$ cat config.mk
export PLATFORM = sky130hd
export DESIGN_NAME = plso_shift_reg
export DESIGN_NICKNAME = d
export VERILOG_FILES = /design/src/rtl/plso_pkg.sv /design/src/rtl/plso_clk_track.sv /design/src/rtl/plso_stage_bank.sv /design/src/rtl/plso_shift_reg.sv
export SDC_FILE = /design/constraint.sdc
export NUM_CORES = 1
export LEC_CHECK = 0
export CAP_MARGIN = 20
export CORE_AREA = 2 2 39 41
export CTS_CLUSTER_DIAMETER = 60
export DETAILED_ROUTE_END_ITERATION = 12
export DIE_AREA = 0 0 41 43
export PLACE_DENSITY = 0.59
export SYNTH_ARGS = -nofsm -noshare
export SYNTH_HDL_FRONTEND = slang
export SYNTH_SLANG_ARGS = --single-unit
$ cat constraint.sdc
create_clock -name clk -period 3.05 [get_ports clk]
set_clock_uncertainty 0.15 [all_clocks]
set_input_delay 0.61 -clock clk [delete_from_list [all_inputs] [get_ports clk]]
set_output_delay 0.61 -clock clk [all_outputs]
set_load 0.005 [all_outputs]
$ cat src/rtl/plso_pkg.sv
package plso_pkg;

    localparam int DEF_STAGES = 8;

    // What the stage bank does on the next system clock edge.
    typedef enum logic [1:0] {
        ACT_HOLD  = 2'd0,
        ACT_LOAD  = 2'd1,
        ACT_SHIFT = 2'd2
    } stage_act_e;

    // Combined shift clock: value seen now and value seen one cycle earlier.
    typedef struct packed {
        logic level;
        logic prev;
    } clk_samp_t;

    // Load wins over everything; otherwise only a 0->1 step of the OR shifts.
    function automatic stage_act_e pick_act(input logic load_n, input clk_samp_t s);
        if (!load_n)
            return ACT_LOAD;
        if (s.level && !s.prev)
            return ACT_SHIFT;
        return ACT_HOLD;
    endfunction

endpackage

$ cat src/rtl/plso_clk_track.sv
module plso_clk_track
    import plso_pkg::*;
(
    input  logic       clk,
    input  logic       rst,
    input  logic       load_n,
    input  logic       clk_a,
    input  logic       clk_b,
    output stage_act_e act
);

    logic      prev_q;
    clk_samp_t samp;

    always_comb begin
        samp.level = clk_a | clk_b;
        samp.prev  = prev_q;
    end

    // Keeps tracking during load; reset value 1 blocks a shift at reset release.
    always_ff @(posedge clk) begin
        if (rst)
            prev_q <= 1'b1;
        else
            prev_q <= samp.level;
    end

    always_comb act = pick_act(load_n, samp);

endmodule

$ cat src/rtl/plso_stage_bank.sv
module plso_stage_bank
    import plso_pkg::*;
#(
    parameter int W = DEF_STAGES
) (
    input  logic         clk,
    input  logic         rst,
    input  stage_act_e   act,
    input  logic         ser_in,
    input  logic [W-1:0] par_in,
    output logic [W-1:0] stage_q
);

    logic [W-1:0] nxt;

    for (genvar i = 0; i < W; i++) begin : g_stage
        logic from_left;
        if (i == 0) begin : g_head
            assign from_left = ser_in;
        end else begin : g_body
            assign from_left = stage_q[i-1];
        end

        always_comb begin
            unique case (act)
                ACT_LOAD:  nxt[i] = par_in[i];
                ACT_SHIFT: nxt[i] = from_left;
                default:   nxt[i] = stage_q[i];
            endcase
        end
    end

    always_ff @(posedge clk) begin
        if (rst)
            stage_q <= '0;
        else
            stage_q <= nxt;
    end

endmodule

$ cat src/rtl/plso_shift_reg.sv
module plso_shift_reg
    import plso_pkg::*;
#(
    parameter int W = DEF_STAGES
) (
    input  logic         clk,
    input  logic         rst,
    input  logic         load_n,
    input  logic         clk_a,
    input  logic         clk_b,
    input  logic         ser_in,
    input  logic [W-1:0] par_in,
    output logic         q_last,
    output logic         q_last_n
);

    localparam int LAST = W - 1;

    stage_act_e   act;
    logic [W-1:0] stage_q;

    plso_clk_track clk_track_i (
        .clk    (clk),
        .rst    (rst),
        .load_n (load_n),
        .clk_a  (clk_a),
        .clk_b  (clk_b),
        .act    (act)
    );

    plso_stage_bank #(.W(W)) stage_bank_i (
        .clk     (clk),
        .rst     (rst),
        .act     (act),
        .ser_in  (ser_in),
        .par_in  (par_in),
        .stage_q (stage_q)
    );

    assign q_last   = stage_q[LAST];
    assign q_last_n = ~stage_q[LAST];

endmodule

## Yosys cells after proc, flatten, opt, wreduce, memory -nomap -nowiden

Index checks and enable logic that the tools add are counted.
Widths: inputs -> output; s select.

- Equal/unequal tests: 2
- Multiplexer cells: 14
- Bitwise logic cells: 2
- Reductions and logical operators: 3

Operator list:

| cell | count |
|---|---|
| $pmux 1 s2 | 8 |
| $mux 2 | 4 |
| $eq 2x1->1 const B | 1 |
| $eq 2x2->1 const B | 1 |
| $mux 1 | 2 |
| $reduce_bool 2->1 | 1 |
| $logic_and 1x1->1 | 1 |
| $logic_not 1->1 | 1 |
| $not 1->1 | 1 |
| $or 1x1->1 | 1 |

- Flip-flop bits (word level): 9
- Input port bits: 14
- Output and inout port bits: 2
- Word-level logic and storage cells: 23

## Depth between registers and ports, before layout

Gate-level depths: netlist of the first run.

- Depth after elaboration: 8
- Mapped depth: 4
- Gate-level depth less buffers: 3

## Modules after synthesis

A second synthesis of the first run with hierarchy kept.

- Cells, all modules: 43
- Area, all modules: 431.7 um^2

Modules (own cells, without submodules):

| module | instances | cells each | area each (um^2) | seq. area each (um^2) |
|---|---|---|---|---|
| plso_stage_bank | 1 | 37 | 389.1 | 160.2 |
| plso_clk_track | 1 | 5 | 38.8 | 20.0 |
| plso_shift_reg | 1 | 1 | 3.8 | 0.0 |

## Least setup slack after synthesis of the first run

OpenSTA, ideal clock, no wires.

- Kind: input to register
- From: input port rst
- To: register clk_track_i.prev_q
- Library setup time: 0.132 ns
- Data arrival time: 1.222 ns
- Data required time: 2.768 ns
- Slack: 1.546 ns
- Cell stages on the path: 2
- Path buffers: 1
- Cells stage by stage: clkbuf_1 or3_2

RTL lines:

| what | RTL line | text |
|---|---|---|
| start: declaration | plso_shift_reg.sv:7 | `input logic rst,` |
| end signal: assignment | plso_clk_track.sv:25 | `prev_q <= samp.level;` |
| end: declaration | plso_clk_track.sv:12 | `logic prev_q;` |

No word-level cell between the ends.

## Worst setup path in the final report of the first run

- From: register stage_bank_i.stage_q[7]
- To: output port q_last_n

- Word-level cells in the longest chain between the ends: 1

Ends and longest elaborated chain:

| what | RTL line | text |
|---|---|---|
| start: declaration | plso_stage_bank.sv:11 | `output logic [W-1:0] stage_q` |
| start signal: assignment | plso_stage_bank.sv:37 | `stage_q <= nxt;` |
| $not 1->1 | plso_shift_reg.sv:41 | `assign q_last_n = ~stage_q[LAST];` |
| end: declaration | plso_shift_reg.sv:14 | `output logic q_last_n` |

Every way passes these cells.

==> results of run 1 <==
-- metal layers --
metal / vias to the layer above / track usage
met5: - / 0
met1: 161 / 0.150
met3: 2 / 0.0314
met2: 10 / 0.131
li1: 200 / -
met4: 0 / 0.0800
-- path summary, 6_finish.rpt --
check	from	end
worst max register to register	clk_track_i.prev_q$_SDFF_PP1_	stage_bank_i.stage_q[3]$_SDFFE_PP0P_
worst min register to register	stage_bank_i.stage_q[2]$_SDFFE_PP0P_	stage_bank_i.stage_q[2]$_SDFFE_PP0P_
worst min-delay path	stage_bank_i.stage_q[2]$_SDFFE_PP0P_	stage_bank_i.stage_q[2]$_SDFFE_PP0P_
worst max-delay path	stage_bank_i.stage_q[7]$_SDFFE_PP0P_	q_last_n
-- kinds of logic after synthesis --
| family | count (synthesis) |
|---|---|
| buf+inv | 5 |
| simple gates | 25 |
| compound gates | 10 |
| flops | 9 |
-- cells in the final DEF (no fill, tap or decap) --
cell                               n
sky130_fd_sc_hd__or3_2             1
sky130_fd_sc_hd__o21bai_2          1
sky130_fd_sc_hd__clkdlybuf4s50_1  15
sky130_fd_sc_hd__inv_1             1
sky130_fd_sc_hd__a311oi_1          8
sky130_fd_sc_hd__clkbuf_4          3
sky130_fd_sc_hd__nor2_1            8
sky130_fd_sc_hd__clkbuf_1          1
sky130_fd_sc_hd__dfxtp_1           9
sky130_fd_sc_hd__o21ba_1           1
sky130_fd_sc_hd__nand2_1          16
-- sequential cells by signal (all words and copies together), names as in the netlist --
signal	count
stage_bank_i.stage_q	8
clk_track_i.prev_q	1
-- power breakdown --
group          switching [mW]  internal (mW)  total, mW
logic                  0.0155         0.0251     0.0406
registers             0.00387          0.126      0.130
clock network          0.0360         0.0501     0.0861
total                  0.0554          0.201      0.256
-- layout make-up --
cell class	count	area share
clock buffer	4	0.0462
inverter	1	0.00659
multi-input combinational	35	0.332
sequential	9	0.316
tap	16	0.0352
timing repair buffer	15	0.264
-- worst min-delay path: stages (launching register included) --
cell,delay (ns)
sky130_fd_sc_hd__dfxtp_1,0.30
sky130_fd_sc_hd__nand2_1,0.05
sky130_fd_sc_hd__a311oi_1,0.07
==> flow_summary.toml, run 1 <==
[logic_synthesis]
main_combinational_cell_family_by_area_after_synthesis = "simple AND/OR/NAND/NOR gates"
netlist_top_cells_area = "sky130_fd_sc_hd__dfxtp_1 (45%), sky130_fd_sc_hd__a311oi_1 (18%), sky130_fd_sc_hd__nand2_1 (15%), sky130_fd_sc_hd__nor2_1 (7.5%), sky130_fd_sc_hd__buf_6 (2.8%)"
ys_seq_area_frac = 0.450
netlist.top_cell.by_area = "sky130_fd_sc_hd__dfxtp_1"
synth-xor-area-share = 0
post-synth-top-area-fraction = 0.450
most_instantiated_flip_flop_cell_in_the_synthesis_netlist = "sky130_fd_sc_hd__dfxtp_1"
muxShareOfSynthArea = 0
synthCells = 49
netlist-cell-type-count = 12
synth_async_sr_flop_share = 0
synth_enable_flop_cells = 0
postSynthAreaPerCell_um2 = 8.17
synth_common_cells = "sky130_fd_sc_hd__nand2_1 (16), sky130_fd_sc_hd__dfxtp_1 (9), sky130_fd_sc_hd__a311oi_1 (8), sky130_fd_sc_hd__nor2_1 (8)"
synth-seq-cells = 9
synth_fa_ha_area_frac = 0
synth.most_common_cell = "sky130_fd_sc_hd__nand2_1"
synth_simple_gate_area_share = 0.244
yosysWarnings = 0
synth-compound-area-share = 0.228
synth_area_um2 = 400
mappedNetlistNets = 63

[sta]
rsz0062_at_grt = "false"
fmax_ghz = 0.537
timing.final.crit_period_ns = 1.86
finalSetupViolations = 0
max-slew-margin-rel = 0.643
whs_ns = 0.326
slew_viol_final = 0
fin_crit_sh = 0.611
setup-tns-final_ns = 0
report.final.hold_viol_count = 0
slew_at_the_pin_with_the_worst_max_slew_slack_ns = 0.534
setup_slack_ns = 1.19

[finish]
register_area_um2 = 180
final_core_utilization = 0.411
layout.filler_cells = 151
area_of_combinational_cells_with_multiple_inputs_um2 = 189
antenna_cells_inserted = 0
final_std_cell_area_no_fill_um2 = 569
nets = 79
final-instance-count-excl-fill = 80
final_layout_size_suffix_gt1_frac = 0.0781
area_delta_synth_final_pct = 42.2

[detailed_routing]
wl_met2_um = 348
detailedRoute.firstIterationViolations = 2
first_pass_iters = 2
wl_per_cell_um = 10.0
met3WireLength_um = 53
drt_drc_violations_left = 0
number_of_vias_in_the_routed_layout = 373
drt_wl_total_um = 800
final_antenna_net_count = 0
wl_met1_um = 390
route.top_layer_used = "met4"
vias_per_cell = 4.66

[setup_path]
timing.critical_path.slowest_cell_delay_ns = 0.48
cp.required_ns = 2.29
worstSetupStartpointType = "register"
critical_path_class = "reg -> out"
crit_family = "buffers and inverters"
end_kind = "primary output"
timing.reg2reg.setup_slack_ns = 1.78
critPathSlowestCell = "sky130_fd_sc_hd__clkdlybuf4s50_1"
timing.critical_path.fanout_max = 3
timing.critical_path.depth = 2
ff2ff_path_depth = 3
worst-endpoint-arrival_ns = 1.10
crit_path_cell_trace = "inv_1, clkdlybuf4s50_1"
worst-path-buf-inv = 2

[floorplanning]
dieArea_um2 = 1760
io_pins = 16
core.rowCount = 14
initial_core_util = 0.289
die_h_um = 43
die_width_um = 41
core-area_um2 = 1380

[global_routing]
vias_in_the_first_global_route = 294
grt_first_pass_wirelength_um = 1250
global_route.usage.total = 0.107
grt_start_max_net_pins = 17
grt_remaining_overflow = 0
antenna_found_initial = 0

[cts]
cts_root_buffer = "sky130_fd_sc_hd__clkbuf_4"
clk_pin_slew_worst_paths_ns = 0.06
cts.htree.levels = 1
clock-sinks = 9
cts_hold_buf = 0
ctsLongestPathBuffers = 2
clock_latency_ns = 0.25
cts_tree = "done"
numCtsBuffers = 3
post_cts_buffers = 0
postCtsResizedCells = 0

[placement]
dp_cells = 76
dpl-instance-area_um2 = 543
total_of_buffers_placed_on_input_and_output_ports = 15
place_worst_setup_slack_ns = 1.00
place.detailed.hpwl_um = 594
place.gp.congestion = 0.656

[power]
power_density_nw_per_um2 = 450
peakVddDrop_uv = 186
leakage_nw = 0.207
finalPower_uw = 256

[min_path]
min_path_cells = 2
type_of_the_tightest_min_delay_check = "reg -> reg"

[outcome]
run_status = "completed"

[run]
drv.max_cap_violation_count = 0
No activity file was read; power rests on OpenSTA's default activity.
==> run 2: changes to the inputs <==
- PLACE_DENSITY: 0.59 -> 0.61
- clock period: 3.05 -> 1.5 ns (I/O delays scaled with it)
==> flow_summary.toml, run 2 (synthesis gave the netlist of run 1 again) <==
[global_routing]
grt_start_max_net_pins = 17
global_route.usage.total = 0.124
grt_first_pass_wirelength_um = 1410
antenna_found_initial = 0
vias_in_the_first_global_route = 354
grt_remaining_overflow = 0

[cts]
cts_root_buffer = "sky130_fd_sc_hd__clkbuf_4"
post_cts_buffers = 0
clock-sinks = 9
cts.htree.levels = 1
numCtsBuffers = 3
ctsLongestPathBuffers = 2
postCtsResizedCells = 3
clk_pin_slew_worst_paths_ns = 0.06
clock_latency_ns = 0.26
cts_hold_buf = 0
cts_tree = "done"

[finish]
area_delta_synth_final_pct = 52.5
largestRegisters = "stage_bank_i.stage_q (8), clk_track_i.prev_q (1)"
mostFrequentLayoutCells = "sky130_fd_sc_hd__nand2_1 (16), sky130_fd_sc_hd__clkdlybuf4s50_1 (13), sky130_fd_sc_hd__nor2_1 (8), sky130_fd_sc_hd__a311oi_1 (8), sky130_fd_sc_hd__dfxtp_1 (8)"
number_of_flip_flops_under_the_largest_register_name = 8
antenna_cells_inserted = 0
layout.filler_cells = 141
layout.cells.most_common = "sky130_fd_sc_hd__nand2_1"
nets = 83
largest_register = "stage_bank_i.stage_q"
final_std_cell_area_no_fill_um2 = 611
final_layout_size_suffix_gt1_frac = 0.162

[setup_path]
end_kind = "register"
ff2ff_path_depth = 3
timing.critical_path.fanout_max = 8
timing.reg2reg.setup_slack_ns = 0.31
rr_startpoint = "clk_track_i.prev_q$_SDFF_PP1_"
critical_path_class = "in -> reg"
worst-endpoint-arrival_ns = 1.40
regToRegEndpoint = "stage_bank_i.stage_q[5]$_SDFFE_PP0P_"
cp.required_ns = 1.52
worstSetupStartpointType = "input port"

[detailed_routing]
wl_per_cell_um = 10.6
first_pass_iters = 6
vias_per_cell = 4.79
number_of_vias_in_the_routed_layout = 402
detailedRoute.firstIterationViolations = 12
final_antenna_net_count = 0
drt_drc_violations_left = 0
drt_wl_total_um = 888

[sta]
setup_slack_ns = 0.121
timing.final.crit_period_ns = 1.38
fin_crit_sh = 0.920
slew_at_the_pin_with_the_worst_max_slew_slack_ns = 0.217
setup-tns-final_ns = 0
fmax_ghz = 0.725
report.final.hold_viol_count = 0
finalSetupViolations = 0
rsz0062_at_grt = "false"
max-slew-margin-rel = 0.855
slew_viol_final = 0

[power]
peakVddDrop_uv = 408
intPower_uw = 417
pwr-share-clk = 0.347
switching_share = 0.235
power_density_nw_per_um2 = 893
combinationalPowerShare = 0.168
leakage_nw = 0.227
seqPwrFrac = 0.485
finalPower_uw = 545
total_switching_power_uw = 128

[placement]
total_of_buffers_placed_on_input_and_output_ports = 15
place_worst_setup_slack_ns = -0.235
place.gp.congestion = 0.739
dpl-instance-area_um2 = 586
place.detailed.hpwl_um = 676

[floorplanning]
dieArea_um2 = 1760
core-area_um2 = 1380
io_pins = 16
die_h_um = 43
die_width_um = 41
core.rowCount = 14
initial_core_util = 0.289

[outcome]
run_status = "completed"

[min_path]
hold_end = "stage_bank_i.stage_q[7]$_SDFFE_PP0P_"
type_of_the_tightest_min_delay_check = "reg -> reg"
hp-start = "stage_bank_i.stage_q[6]$_SDFFE_PP0P_"
min_path_cells = 2

[run]
drv.max_cap_violation_count = 0
## run 2: layer usage
layer	up-vias	global-route usage	part of all wire	wire length (um)
met5	-	0	0	0
met4	0	0.120	0.025	22
met3	2	0.0314	0.057	51
met2	18	0.153	0.46	409
met1	176	0.162	0.46	405
li1	206	-	-	-
## run 2: final cells by class
type / count / area [um^2] / share of cell area
sequential: 9 / 181 / 0.297
inverter: 1 / 3.75 / 0.00615
multi-input combinational: 35 / 189 / 0.309
clock buffer: 4 / 26.3 / 0.0430
timing repair buffer: 19 / 190 / 0.311
tap: 16 / 20.0 / 0.0328
## run 2: worst max-delay path by stage
stage | startpoint | endpoint | cells past startpoint | slack, ns
after floorplan | rst | clk_track_i.prev_q$_SDFF_PP1_ | 2 | 0.31
after global placement | clk_b | stage_bank_i.stage_q[6]$_SDFFE_PP0P_ | 4 | -0.20
after detailed placement | clk_b | stage_bank_i.stage_q[5]$_SDFFE_PP0P_ | 4 | -0.23
after CTS | clk_b | stage_bank_i.stage_q[5]$_SDFFE_PP0P_ | 4 | 0.04
after global routing | clk_b | stage_bank_i.stage_q[0]$_SDFFE_PP0P_ | 4 | 0.03
final | clk_b | stage_bank_i.stage_q[5]$_SDFFE_PP0P_ | 4 | 0.12
## run 2: power groups by stage
stage                     combinational [mW]  clock [mW]  sequential [mW]
after CTS                             0.0923       0.196            0.264
after global placement                0.0938           0            0.270
after detailed placement              0.0944           0            0.270
after global routing                   0.101       0.209            0.266
after floorplan                       0.0390           0            0.268
final                                 0.0913       0.189            0.264
## run 2: worst max-delay path, stage by stage
cell and delay, ns:
sky130_fd_sc_hd__clkdlybuf4s50_1 0.51, sky130_fd_sc_hd__o21ba_2 0.25, sky130_fd_sc_hd__nand2_1 0.07, sky130_fd_sc_hd__a311oi_1 0.26
## run 2: metrics by stage
| step | instances | hold slack, ns | util |
|---|---|---|---|
| floorplan | 49 | 0.257 | - |
| global placement | 80 | 0.318 | 0.423 |
| detailed placement | 80 | 0.323 | 0.423 |
| CTS | 84 | 0.330 | 0.441 |
| global route | 84 | 0.346 | 0.441 |
| finish | 84 | 0.328 | 0.441 |
==> run 3: changes to the inputs <==
- PLACE_DENSITY: 0.61 -> not set
- SLEW_MARGIN: not set -> 25
==> flow_summary.toml, run 3 (synthesis gave the netlist of run 1 again) <==
[floorplanning]
die_width_um = 41
core.rowCount = 14
initial_core_util = 0.289
io_pins = 16
die_h_um = 43
dieArea_um2 = 1760
core-area_um2 = 1380

[setup_path]
worst_setup_path_endpoint = "stage_bank_i.stage_q[2]$_SDFFE_PP0P_"
timing.critical_path.fanout_max = 8
critical_path_class = "in -> reg"
worst-endpoint-arrival_ns = 1.41
worstSetupStartpointType = "input port"
rr_startpoint = "clk_track_i.prev_q$_SDFF_PP1_"
ff2ff_path_depth = 3
timing.reg2reg.setup_slack_ns = 0.28
timing.critical_path.slowest_cell_delay_ns = 0.51
crit_path_cell_trace = "clkdlybuf4s50_1, o21ba_2, nand2_1, a311oi_1"
regToRegEndpoint = "stage_bank_i.stage_q[2]$_SDFFE_PP0P_"
end_kind = "register"
cp.required_ns = 1.51
critPathSlowestCell = "sky130_fd_sc_hd__clkdlybuf4s50_1"
launch_point_of_the_critical_path = "clk_b"

[cts]
clk_pin_slew_worst_paths_ns = 0.06
cts_root_buffer = "sky130_fd_sc_hd__clkbuf_4"
clock-sinks = 9
cts_hold_buf = 0
ctsLongestPathBuffers = 2
clock_latency_ns = 0.26
postCtsResizedCells = 3
post_cts_buffers = 0
numCtsBuffers = 3
cts_tree = "done"
cts.htree.levels = 1

[sta]
setup-tns-final_ns = 0
timing.final.crit_period_ns = 1.40
fin_crit_sh = 0.936
max-slew-margin-rel = 0.851
report.final.hold_viol_count = 0
setup_slack_ns = 0.0965
slew_at_the_pin_with_the_worst_max_slew_slack_ns = 0.221
slew_viol_final = 0
rsz0062_at_grt = "false"
finalSetupViolations = 0
fmax_ghz = 0.713

[placement]
place.gp.congestion = 0.797
place_worst_setup_slack_ns = -0.252
place.detailed.hpwl_um = 632
total_of_buffers_placed_on_input_and_output_ports = 15
dp_cells = 79

[finish]
antenna_cells_inserted = 0
number_of_flip_flops_under_the_largest_register_name = 8
final-instance-count-excl-fill = 83
nets = 82
area_delta_synth_final_pct = 50.6
largest_register = "stage_bank_i.stage_q"
largestRegisters = "stage_bank_i.stage_q (8), clk_track_i.prev_q (1)"
layout.cells.most_common = "sky130_fd_sc_hd__nand2_1"
mostFrequentLayoutCells = "sky130_fd_sc_hd__nand2_1 (16), sky130_fd_sc_hd__clkdlybuf4s50_1 (13), sky130_fd_sc_hd__nor2_1 (8), sky130_fd_sc_hd__a311oi_1 (8), sky130_fd_sc_hd__dfxtp_1 (8)"
final_layout_size_suffix_gt1_frac = 0.149
final_core_utilization = 0.436

[detailed_routing]
final_antenna_net_count = 0
wl_per_cell_um = 10.6
detailedRoute.firstIterationViolations = 7
number_of_vias_in_the_routed_layout = 393
first_pass_iters = 6
drt_drc_violations_left = 0
vias_per_cell = 4.73
drt_wl_total_um = 879

[power]
total_switching_power_uw = 122
combinationalPowerShare = 0.168
leakage_nw = 0.222
switching_share = 0.228
peakVddDrop_uv = 443
seqPwrFrac = 0.491
intPower_uw = 415
power_density_nw_per_um2 = 892
pwr-share-clk = 0.341

[global_routing]
vias_in_the_first_global_route = 358
grt_remaining_overflow = 0
met3_usage = 0.0628
global_route.usage.total = 0.128
grt_start_max_net_pins = 17
layer_with_the_highest_usage_after_global_routing = "met2"
global_route.usage.met1 = 0.153
grt_first_pass_wirelength_um = 1440
antenna_found_initial = 0
grt_use_met2 = 0.166

[min_path]
min_path_cells = 2
type_of_the_tightest_min_delay_check = "reg -> reg"
hp-start = "stage_bank_i.stage_q[6]$_SDFFE_PP0P_"

[outcome]
run_status = "completed"

[run]
drv.max_cap_violation_count = 0
==> run 3: cell count changes in the layout (fill, tap and decap cells not counted) <==
cell                    change
sky130_fd_sc_hd__buf_4      -1
==> run 3: per-stage QoR <==
stage	hold slack (ns)	area [um^2]	power [mW]
2_1_floorplan	0.257	400	0.307
3_3_place_gp	0.316	578	0.362
3_5_place_dp	0.324	578	0.362
4_1_cts	0.333	603	0.547
5_1_grt	0.357	603	0.581
6_report	0.329	603	0.538
==> run 3: final cells by class <==
type                       count  area (um^2)
clock buffer                   4         26.3
fill                         147          781
multi-input combinational     35          189
sequential                     9          181
tap                           16         20.0
timing repair buffer          18          183
inverter                       1         3.75
==> run 3: power by group through the flow <==
stage / clock network [mW] / registers, mW / logic (mW)
final: 0.183 / 0.264 / 0.0903
after floorplan: 0 / 0.268 / 0.0390
after CTS: 0.192 / 0.264 / 0.0909
after global routing: 0.215 / 0.266 / 0.0993
after global placement: 0 / 0.270 / 0.0923
after detailed placement: 0 / 0.269 / 0.0928
==> run 3: worst min path at each step <==
stage / slack (ns) / to
after floorplan: 0.26 / clk_track_i.prev_q$_SDFF_PP1_
after global placement: 0.32 / stage_bank_i.stage_q[1]$_SDFFE_PP0P_
after detailed placement: 0.32 / stage_bank_i.stage_q[3]$_SDFFE_PP0P_
after CTS: 0.33 / stage_bank_i.stage_q[3]$_SDFFE_PP0P_
after global routing: 0.36 / stage_bank_i.stage_q[7]$_SDFFE_PP0P_
final: 0.33 / stage_bank_i.stage_q[7]$_SDFFE_PP0P_
==> run 3: routing by layer <==
layer,up-vias,part of all wire
li1,205,-
met1,172,0.46
met2,14,0.45
met3,2,0.061
met4,0,0.025
met5,-,0
==> run 3: critical path, delay by kind of cell <==
family,cells,cell delay [ns]
compound gates,2,0.53
buf+inv,1,0.51
simple gates,1,0.08
